File: config.mk
export PLATFORM = sky130hd
export DESIGN_NAME = jtag_chain_seq
export DESIGN_NICKNAME = d
export VERILOG_FILES = /design/src/rtl/jcs_pkg.sv /design/src/rtl/jcs_tck_gen.sv /design/src/rtl/jcs_vec_build.sv /design/src/rtl/jcs_capture.sv /design/src/rtl/jcs_ctrl.sv /design/src/rtl/jtag_chain_seq.sv
export SDC_FILE = /design/constraint.sdc
export NUM_CORES = 1
export LEC_CHECK = 0
export BUFFER_PORTS_ARGS = -buffer_cell sky130_fd_sc_hd__buf_2
export CORE_UTILIZATION = 45
export DETAILED_ROUTE_END_ITERATION = 6
export SLEW_MARGIN = 20
export SYNTH_ARGS = -nofsm -noshare
export SYNTH_HDL_FRONTEND = slang
export SYNTH_SLANG_ARGS = --single-unit
File: constraint.sdc
create_clock -name clk_i -period 3 [get_ports clk_i]
set_clock_uncertainty 0.1 [all_clocks]
set_input_delay 0.45 -clock clk_i [delete_from_list [all_inputs] [get_ports clk_i]]
set_output_delay 0.45 -clock clk_i [all_outputs]
set_load 0.005 [all_outputs]
File: src/rtl/jcs_pkg.sv
package jcs_pkg;
  typedef enum logic [1:0] {
    OP_RESET = 2'd0,
    OP_IR    = 2'd1,
    OP_DR    = 2'd2,
    OP_NONE  = 2'd3
  } op_e;

  typedef enum logic [1:0] {
    ST_IDLE,
    ST_PRE,
    ST_SHIFT,
    ST_POST
  } st_e;
endpackage

File: src/rtl/jcs_tck_gen.sv
module jcs_tck_gen #(
  parameter int HALF_DIV = 2
) (
  input  logic clk_i,
  input  logic rst_ni,
  input  logic run_i,
  output logic tck_o,
  output logic rise_o,
  output logic fall_o
);
  localparam int DW = $clog2(HALF_DIV + 1);

  logic [DW-1:0] cnt_q;
  logic          tck_q;
  logic          wrap;

  assign wrap   = (cnt_q == DW'(HALF_DIV - 1));
  assign rise_o = run_i && wrap && !tck_q;
  assign fall_o = run_i && wrap && tck_q;
  assign tck_o  = tck_q;

  always_ff @(posedge clk_i or negedge rst_ni) begin
    if (!rst_ni) begin
      cnt_q <= '0;
      tck_q <= 1'b0;
    end else if (!run_i) begin
      cnt_q <= '0;
      tck_q <= 1'b0;
    end else if (wrap) begin
      cnt_q <= '0;
      tck_q <= ~tck_q;
    end else begin
      cnt_q <= cnt_q + 1'b1;
    end
  end

  a_r3_stopped_low: assert property (@(posedge clk_i) disable iff (!rst_ni)
    !run_i |=> !tck_o);
  a_r3_rise_goes_high: assert property (@(posedge clk_i) disable iff (!rst_ni)
    rise_o |=> tck_o);
endmodule

File: src/rtl/jcs_vec_build.sv
module jcs_vec_build
  import jcs_pkg::*;
#(
  parameter int               N_DEV    = 3,
  parameter int               IR_W     = 3,
  parameter int               DR_W     = 8,
  parameter int               TGT_W    = 2,
  parameter int               SHIFT_W  = 10,
  parameter int               CNT_W    = 4,
  parameter logic [IR_W-1:0]  BYP_CODE = 3'b110
) (
  input  op_e                op_i,
  input  logic [TGT_W-1:0]   tgt_i,
  input  logic [IR_W-1:0]    ir_i,
  input  logic [DR_W-1:0]    data_i,
  output logic [SHIFT_W-1:0] vec_o,
  output logic [CNT_W-1:0]   len_o
);
  localparam int IR_LEN = N_DEV * IR_W;
  localparam int DR_LEN = N_DEV - 1 + DR_W;

  logic [IR_LEN-1:0]  ir_flat;
  logic [SHIFT_W-1:0] ir_full;
  logic [SHIFT_W-1:0] dr_full;

  for (genvar d = 0; d < N_DEV; d++) begin : g_dev
    assign ir_flat[d*IR_W +: IR_W] = (tgt_i == TGT_W'(d)) ? ir_i : BYP_CODE;
  end

  always_comb begin
    ir_full = '0;
    ir_full[IR_LEN-1:0] = ir_flat;
    dr_full = '0;
    dr_full[DR_W-1:0] = data_i;
    dr_full = dr_full << tgt_i;
  end

  always_comb begin
    vec_o = '0;
    len_o = '0;
    case (op_i)
      OP_IR: begin
        vec_o = ir_full;
        len_o = CNT_W'(IR_LEN);
      end
      OP_DR: begin
        vec_o = dr_full;
        len_o = CNT_W'(DR_LEN);
      end
      default: ;
    endcase
  end
endmodule

File: src/rtl/jcs_capture.sv
module jcs_capture #(
  parameter int DR_W    = 8,
  parameter int TGT_W   = 2,
  parameter int SHIFT_W = 10,
  parameter int CNT_W   = 4
) (
  input  logic             clk_i,
  input  logic             rst_ni,
  input  logic             smp_i,
  input  logic [CNT_W-1:0] idx_i,
  input  logic             tdo_i,
  input  logic             latch_i,
  input  logic [TGT_W-1:0] tgt_i,
  output logic [DR_W-1:0]  rdata_o
);
  logic [SHIFT_W-1:0] cap_q;
  logic [SHIFT_W-1:0] cap_sh;
  logic [DR_W-1:0]    rdata_q;

  for (genvar i = 0; i < SHIFT_W; i++) begin : g_bit
    always_ff @(posedge clk_i or negedge rst_ni) begin
      if (!rst_ni)                             cap_q[i] <= 1'b0;
      else if (smp_i && idx_i == CNT_W'(i))    cap_q[i] <= tdo_i;
    end
  end

  assign cap_sh = cap_q >> tgt_i;

  always_ff @(posedge clk_i or negedge rst_ni) begin
    if (!rst_ni)      rdata_q <= '0;
    else if (latch_i) rdata_q <= cap_sh[DR_W-1:0];
  end

  assign rdata_o = rdata_q;

  a_r6_read_only_at_end: assert property (@(posedge clk_i) disable iff (!rst_ni)
    !latch_i |=> $stable(rdata_o));
endmodule

File: src/rtl/jcs_ctrl.sv
module jcs_ctrl
  import jcs_pkg::*;
#(
  parameter int TGT_W   = 2,
  parameter int SHIFT_W = 10,
  parameter int CNT_W   = 4,
  parameter int RST_LEN = 5
) (
  input  logic               clk_i,
  input  logic               rst_ni,
  input  logic               cmd_valid_i,
  input  op_e                cmd_op_i,
  input  logic [TGT_W-1:0]   cmd_tgt_i,
  input  logic [SHIFT_W-1:0] vec_i,
  input  logic [CNT_W-1:0]   len_i,
  input  logic               tck_i,
  input  logic               rise_i,
  input  logic               fall_i,
  output logic               run_o,
  output logic               tms_o,
  output logic               tdi_o,
  output logic               busy_o,
  output logic               done_o,
  output logic               smp_o,
  output logic               latch_o,
  output logic [CNT_W-1:0]   idx_o,
  output logic [TGT_W-1:0]   tgt_o
);
  // entry paths, first bit in bit 0
  localparam logic [7:0] PRE_IR_TLR = 8'b0000_0110;
  localparam logic [7:0] PRE_IR_RTI = 8'b0000_0011;
  localparam logic [7:0] PRE_DR_TLR = 8'b0000_0010;
  localparam logic [7:0] PRE_DR_RTI = 8'b0000_0001;

  st_e                st_q;
  op_e                op_q;
  logic [TGT_W-1:0]   tgt_q;
  logic [7:0]         pre_q;
  logic [CNT_W-1:0]   plen_q;
  logic [SHIFT_W-1:0] svec_q;
  logic [CNT_W-1:0]   slen_q;
  logic [CNT_W-1:0]   idx_q;
  logic               at_tlr_q;
  logic               done_q;
  logic               accept;
  logic               pre_last, shift_last, post_last, fin;

  assign accept     = (st_q == ST_IDLE) && cmd_valid_i && (cmd_op_i != OP_NONE);
  assign pre_last   = (idx_q == plen_q - 1'b1);
  assign shift_last = (idx_q == slen_q - 1'b1);
  assign post_last  = (idx_q == CNT_W'(1));
  assign fin        = fall_i && (((st_q == ST_PRE) && (op_q == OP_RESET) && pre_last) ||
                                 ((st_q == ST_POST) && post_last));

  always_ff @(posedge clk_i or negedge rst_ni) begin
    if (!rst_ni) begin
      st_q     <= ST_IDLE;
      op_q     <= OP_RESET;
      tgt_q    <= '0;
      pre_q    <= '0;
      plen_q   <= '0;
      svec_q   <= '0;
      slen_q   <= '0;
      idx_q    <= '0;
      at_tlr_q <= 1'b0;
      done_q   <= 1'b0;
    end else begin
      done_q <= fin;
      case (st_q)
        ST_IDLE: if (accept) begin
          op_q   <= cmd_op_i;
          tgt_q  <= cmd_tgt_i;
          svec_q <= vec_i;
          slen_q <= len_i;
          idx_q  <= '0;
          st_q   <= ST_PRE;
          case (cmd_op_i)
            OP_IR: begin
              pre_q  <= at_tlr_q ? PRE_IR_TLR : PRE_IR_RTI;
              plen_q <= at_tlr_q ? CNT_W'(5) : CNT_W'(4);
            end
            OP_DR: begin
              pre_q  <= at_tlr_q ? PRE_DR_TLR : PRE_DR_RTI;
              plen_q <= at_tlr_q ? CNT_W'(4) : CNT_W'(3);
            end
            default: begin
              pre_q  <= '1;
              plen_q <= CNT_W'(RST_LEN);
            end
          endcase
        end
        ST_PRE: if (fall_i) begin
          pre_q <= pre_q >> 1;
          if (pre_last) begin
            idx_q <= '0;
            if (op_q == OP_RESET) begin
              st_q     <= ST_IDLE;
              at_tlr_q <= 1'b1;
            end else begin
              st_q <= ST_SHIFT;
            end
          end else begin
            idx_q <= idx_q + 1'b1;
          end
        end
        ST_SHIFT: if (fall_i) begin
          svec_q <= svec_q >> 1;
          if (shift_last) begin
            idx_q <= '0;
            st_q  <= ST_POST;
          end else begin
            idx_q <= idx_q + 1'b1;
          end
        end
        ST_POST: if (fall_i) begin
          if (post_last) begin
            idx_q    <= '0;
            st_q     <= ST_IDLE;
            at_tlr_q <= 1'b0;
          end else begin
            idx_q <= idx_q + 1'b1;
          end
        end
        default: st_q <= ST_IDLE;
      endcase
    end
  end

  always_comb begin
    tms_o = 1'b0;
    tdi_o = 1'b0;
    case (st_q)
      ST_PRE:   tms_o = (op_q == OP_RESET) ? 1'b1 : pre_q[0];
      ST_SHIFT: begin
        tms_o = shift_last;
        tdi_o = svec_q[0];
      end
      ST_POST:  tms_o = (idx_q == '0);
      default:  ;
    endcase
  end

  assign run_o   = (st_q != ST_IDLE);
  assign busy_o  = run_o;
  assign done_o  = done_q;
  assign smp_o   = rise_i && (st_q == ST_SHIFT) && (op_q == OP_DR);
  assign latch_o = fin && (op_q == OP_DR);
  assign idx_o   = idx_q;
  assign tgt_o   = tgt_q;

  a_r8_done_one_cycle: assert property (@(posedge clk_i) disable iff (!rst_ni)
    done_o |=> !done_o);
  a_r8_busy_drops_with_done: assert property (@(posedge clk_i) disable iff (!rst_ni)
    done_o |-> !busy_o);
  a_r8_no_take_while_busy: assert property (@(posedge clk_i) disable iff (!rst_ni)
    (busy_o && cmd_valid_i) |=> ($stable(op_q) && $stable(tgt_q)));
  a_r3_pins_hold_while_high: assert property (@(posedge clk_i) disable iff (!rst_ni)
    (tck_i && $past(tck_i)) |-> ($stable(tms_o) && $stable(tdi_o)));
  a_r7_exit_on_last_bit: assert property (@(posedge clk_i) disable iff (!rst_ni)
    ((st_q == ST_POST) && ($past(st_q) == ST_SHIFT)) |-> $past(tms_o));
  a_r9_reserved_ignored: assert property (@(posedge clk_i) disable iff (!rst_ni)
    (!busy_o && cmd_valid_i && (cmd_op_i == OP_NONE)) |=> !busy_o);
endmodule

File: src/rtl/jtag_chain_seq.sv
module jtag_chain_seq
  import jcs_pkg::*;
#(
  parameter int              N_DEV    = 3,
  parameter int              IR_W     = 3,
  parameter int              DR_W     = 8,
  parameter int              HALF_DIV = 2,
  parameter int              RST_LEN  = 5,
  parameter logic [IR_W-1:0] BYP_CODE = 3'b110,
  localparam int             TGT_W    = (N_DEV > 1) ? $clog2(N_DEV) : 1
) (
  input  logic             clk_i,
  input  logic             rst_ni,
  input  logic             cmd_valid_i,
  input  logic [1:0]       cmd_op_i,
  input  logic [TGT_W-1:0] cmd_tgt_i,
  input  logic [IR_W-1:0]  cmd_ir_i,
  input  logic [DR_W-1:0]  cmd_data_i,
  output logic             busy_o,
  output logic             done_o,
  output logic [DR_W-1:0]  rdata_o,
  output logic             tck_o,
  output logic             tms_o,
  output logic             tdi_o,
  input  logic             tdo_i
);
  localparam int IR_LEN  = N_DEV * IR_W;
  localparam int DR_LEN  = N_DEV - 1 + DR_W;
  localparam int SHIFT_W = (IR_LEN > DR_LEN) ? IR_LEN : DR_LEN;
  localparam int LEN_A   = (SHIFT_W > RST_LEN) ? SHIFT_W : RST_LEN;
  localparam int LEN_MAX = (LEN_A > 5) ? LEN_A : 5;
  localparam int CNT_W   = $clog2(LEN_MAX + 1);

  op_e                op;
  logic [SHIFT_W-1:0] vec;
  logic [CNT_W-1:0]   len;
  logic               run, rise, fall, smp, latch;
  logic [CNT_W-1:0]   idx;
  logic [TGT_W-1:0]   tgt;

  assign op = op_e'(cmd_op_i);

  jcs_vec_build #(
    .N_DEV(N_DEV), .IR_W(IR_W), .DR_W(DR_W), .TGT_W(TGT_W),
    .SHIFT_W(SHIFT_W), .CNT_W(CNT_W), .BYP_CODE(BYP_CODE)
  ) u_build (
    .op_i(op), .tgt_i(cmd_tgt_i), .ir_i(cmd_ir_i), .data_i(cmd_data_i),
    .vec_o(vec), .len_o(len)
  );

  jcs_tck_gen #(.HALF_DIV(HALF_DIV)) u_tck (
    .clk_i(clk_i), .rst_ni(rst_ni), .run_i(run),
    .tck_o(tck_o), .rise_o(rise), .fall_o(fall)
  );

  jcs_ctrl #(
    .TGT_W(TGT_W), .SHIFT_W(SHIFT_W), .CNT_W(CNT_W), .RST_LEN(RST_LEN)
  ) u_ctrl (
    .clk_i(clk_i), .rst_ni(rst_ni), .cmd_valid_i(cmd_valid_i), .cmd_op_i(op),
    .cmd_tgt_i(cmd_tgt_i), .vec_i(vec), .len_i(len), .tck_i(tck_o),
    .rise_i(rise), .fall_i(fall), .run_o(run), .tms_o(tms_o), .tdi_o(tdi_o),
    .busy_o(busy_o), .done_o(done_o), .smp_o(smp), .latch_o(latch),
    .idx_o(idx), .tgt_o(tgt)
  );

  jcs_capture #(
    .DR_W(DR_W), .TGT_W(TGT_W), .SHIFT_W(SHIFT_W), .CNT_W(CNT_W)
  ) u_cap (
    .clk_i(clk_i), .rst_ni(rst_ni), .smp_i(smp), .idx_i(idx), .tdo_i(tdo_i),
    .latch_i(latch), .tgt_i(tgt), .rdata_o(rdata_o)
  );

  a_r1_idle_clock_low: assert property (@(posedge clk_i) disable iff (!rst_ni)
    !busy_o |-> !tck_o);
endmodule

==> impl_metrics.py <==
metrics = {
    "place": {
        "hpwlAfterDp_um": 5330,
        "io_buffers": 31,
        "dpl_cell_area_mm2": 0.00357,
        "gp_congestion": 0.844,
    },
    "sta": {
        "tns_ns": 0,
        "final-hold-violation-count": 0,
        "period_minus_slack_ns": 2.50,
        "fmax_mhz": 400,
        "min_period_over_period_pct": 83.4,
        "rsz0062_at_grt": "false",
        "worstMarginPinSlew_ns": 0.695,
        "slew-limit-headroom_pct": 53.3,
        "drv_slew": 0,
        "finalSetupViolCount": 0,
        "hold_ws_ns": 0.335,
    },
    "global_route": {
        "grt_pass1_wl_um": 12400,
        "grt_start_max_net_pins": 24,
        "grt_usage_pct": 21.2,
        "grt_overflow": 0,
        "grt_pass1_vias": 2568,
        "antenna_found_initial": 0,
    },
    "logic_synthesis": {
        "syn_area_per_cell_um2": 9.86,
        "synth-warning-count": 0,
        "synth_cells": 340,
        "ys_types": 56,
        "async_flop_share_pct": 100,
        "synth_edf_count": 0,
        "syn_area_mm2": 0.00335,
        "yosysSeqAreaShare_pct": 42.6,
        "synth_fp_nets": 368,
        "synth-seq-cells": 57,
        "synthFlopType": "dfrtp_1",
    },
    "clock_network": {
        "cts_tree": "done",
        "cts.sinks": 57,
        "cts_buffers": 9,
        "cts_max_level": 3,
        "worstSkewPairLatency_ns": 0.34,
        "clk_pin_slew_ns": 0.06,
        "cts_root_buffer": "clkbuf_8",
        "cts_buffer_depth": 2,
    },
    "setup_path": {
        "r2r-start": "u_ctrl.idx_o[1]$_DFFE_PN0P_",
        "cp_num_buf_inv": 2,
        "critPathMaxFanout": 2,
        "critPathRequiredTime_ns": 2.45,
        "end_kind": "primary output",
        "crit_path_top_delay_cell": "dfrtp_1",
        "r2r-end": "u_cap.rdata_o[0]$_DFFE_PN0P_",
        "crit_chain": "inv_1, ha_1, or2_2, mux2i_1, nand3_1, o21ai_0, buf_2",
        "r2r_cells": 7,
        "rrSetupSlack_ns": 0.67,
        "critical_path.max_stage_delay_ns": 0.37,
        "worstPathArrival_ns": 1.95,
        "critPathTopFamily": "simple AND/OR/NAND/NOR gates",
        "setup.worst_path.start_class": "flip-flop",
        "criticalPathCategory": "flip-flop to primary output",
    },
    "layout": {
        "nNetsFinal": 396,
        "syn_to_final_growth_pct": 12.5,
        "final_util_pct": 52.3,
        "design_area_mm2": 0.00377,
        "fillers": 713,
        "insertedDiodeCount": 0,
        "final_cell_mix": "dfrtp_1 (57), nand2_1 (41), buf_2 (31)",
        "drive_gt1_share_pct": 20.6,
        "final_common_cell": "dfrtp_1",
    },
    "routing": {
        "wl_met2_um": 3450,
        "drt-total-wl_um": 7350,
        "first_iter_violations": 182,
        "met1Wirelength_um": 3540,
        "wl_per_cell_um": 15.6,
        "top_layer": "met4",
        "wl_met3_um": 280,
        "first_pass_iters": 4,
        "viasPerCell": 5.46,
        "num_vias": 2576,
        "drc": 0,
        "drtAntennaViolNets": 0,
    },
    "worst_hold_path": {
        "min_path_cells": 3,
        "hold_class": "primary input to flip-flop",
        "hold_path_end": "u_ctrl.op_q[1]$_DFFE_PN0P_",
        "min-delay-start": "cmd_op_i[1]",
    },
    "floorplan": {
        "core_mm2": 0.00721,
        "initial_utilization_pct": 46.4,
        "die_h_um": 88.3,
        "core.rowCount": 31,
        "die_w_um": 88.3,
        "io_pins": 32,
        "die_area_mm2": 0.00780,
    },
    "run": {
        "maxCapViolations": 0,
    },
    "power_and_ir_drop": {
        "ir_worst_vdd_uv": 450,
        "leakagePower_nw": 1.69,
        "power.density_mw_per_mm2": 796,
    },
    "status": {
        "status": "finished, final reports clean",
    },
}
-- flip-flops by register name, indices dropped and copies added (netlist names), 2 cells and up, named ones only --
register and cells:
u_tck.cnt_q 2, u_cap.cap_q 10, u_cap.rdata_o 8, u_ctrl.pre_q 8, u_ctrl.op_q 2, u_ctrl.tgt_o 2, u_ctrl.plen_q 3, u_ctrl.idx_o 4
u_ctrl.slen_q 3, u_ctrl.svec_q 10
-- worst min-delay path, delay by kind of cell --
family          cells  cell delay, ns
compound gates      1            0.09
buf+inv             2            0.18
-- cells by family after synthesis --
| group | Yosys count | synth area share [%] |
|---|---|---|
| compound gates | 76 | 15.3 |
| flops | 57 | 42.6 |
| mux | 35 | 13.6 |
| xor+xnor | 8 | 2.09 |
| simple gates | 119 | 18.4 |
| fa+ha+maj | 9 | 3.36 |
| buf+inv | 36 | 4.67 |
-- cell usage after synthesis, types with 3 or more instances --
cell      number  area (µm²)
dfrtp_1       57        1430
nand2_1       41         154
nor2_1        27         101
o21ai_0       20         100
a21oi_1       17        85.1
inv_1         15        56.3
mux2i_1       11         110
clkbuf_1      10        37.5
a22oi_1        9        67.6
ha_1           9         113
nand3_1        9        45.0
mux2_2         8        90.1
mux2_4         8         120
a32o_1         6        60.1
nor3_1         6        30.0
and2_1         5        31.3
buf_2          5        25.0
xnor2_1        5        43.8
a221o_1        4        40.0
mux2_1         4        45.0
mux4_2         4        90.1
nand2b_1       4        25.0
o31ai_1        4        30.0
or3_1          4        25.0
nand3b_1       3        22.5
nand4_1        3        18.8
xor2_1         3        26.3
-- power breakdown --
part / leakage, nW / switching (mW) / internal [mW]
combinational: 0.873 / 0.590 / 0.473
clock: 0.0974 / 0.301 / 0.404
sequential: 0.718 / 0.238 / 0.993
total: 1.69 / 1.13 / 1.87
-- how the worst max path moves through the flow --
| stage | slack, ns | from | depth (start not counted) | endpoint |
|---|---|---|---|---|
| 3_5_place_dp | 0.68 | u_ctrl.idx_o[1]$_DFFE_PN0P_ | 7 | u_cap.rdata_o[5]$_DFFE_PN0P_ |
| 4_1_cts | 0.44 | u_ctrl.slen_q[0]$_DFFE_PN0P_ | 7 | tms_o |
| 3_3_place_gp | 0.73 | u_ctrl.idx_o[1]$_DFFE_PN0P_ | 7 | u_cap.rdata_o[7]$_DFFE_PN0P_ |
| 6_report | 0.50 | u_ctrl.slen_q[0]$_DFFE_PN0P_ | 7 | tms_o |
| 2_1_floorplan | 0.87 | u_ctrl.idx_o[1]$_DFFE_PN0P_ | 7 | u_cap.rdata_o[0]$_DFFE_PN0P_ |
| 5_1_grt | 0.34 | u_ctrl.slen_q[0]$_DFFE_PN0P_ | 7 | tms_o |
-- through the flow --
step / power (mW) / std cells / setup WS [ns]
4_1_cts: 3.03 / 472 / 0.443
5_1_grt: 3.25 / 472 / 0.338
2_1_floorplan: 2.03 / 340 / 0.870
3_5_place_dp: 2.31 / 455 / 0.678
3_3_place_gp: 2.28 / 455 / 0.733
6_report: 3.00 / 472 / 0.499
-- area by class of cell --
class	count	area (µm²)	share of cell area [%]
Multi-Input combinational cell	247	1770	46.9
Sequential cell	57	1430	37.8
Timing Repair Buffer	37	203	5.38
Clock buffer	13	149	3.95
Tap cell	99	124	3.29
Inverter	16	60.1	1.59
Clock inverter	3	40.0	1.06
-- routing by layer --
layer	up-vias	track usage, %
met5	-	0
met4	0	6.01
met3	10	5.78
met2	44	34.8
met1	1250	27.6
li1	1272	-
-- what timing repair did --
action | in CTS | in global routing
hold buffers | 1 | 0
resized for setup | 0 | 0
setup buffers | 0 | 0
endpoints found under the hold margin | 11 | 0
Note: power is estimated with default switching activity, not from simulation.
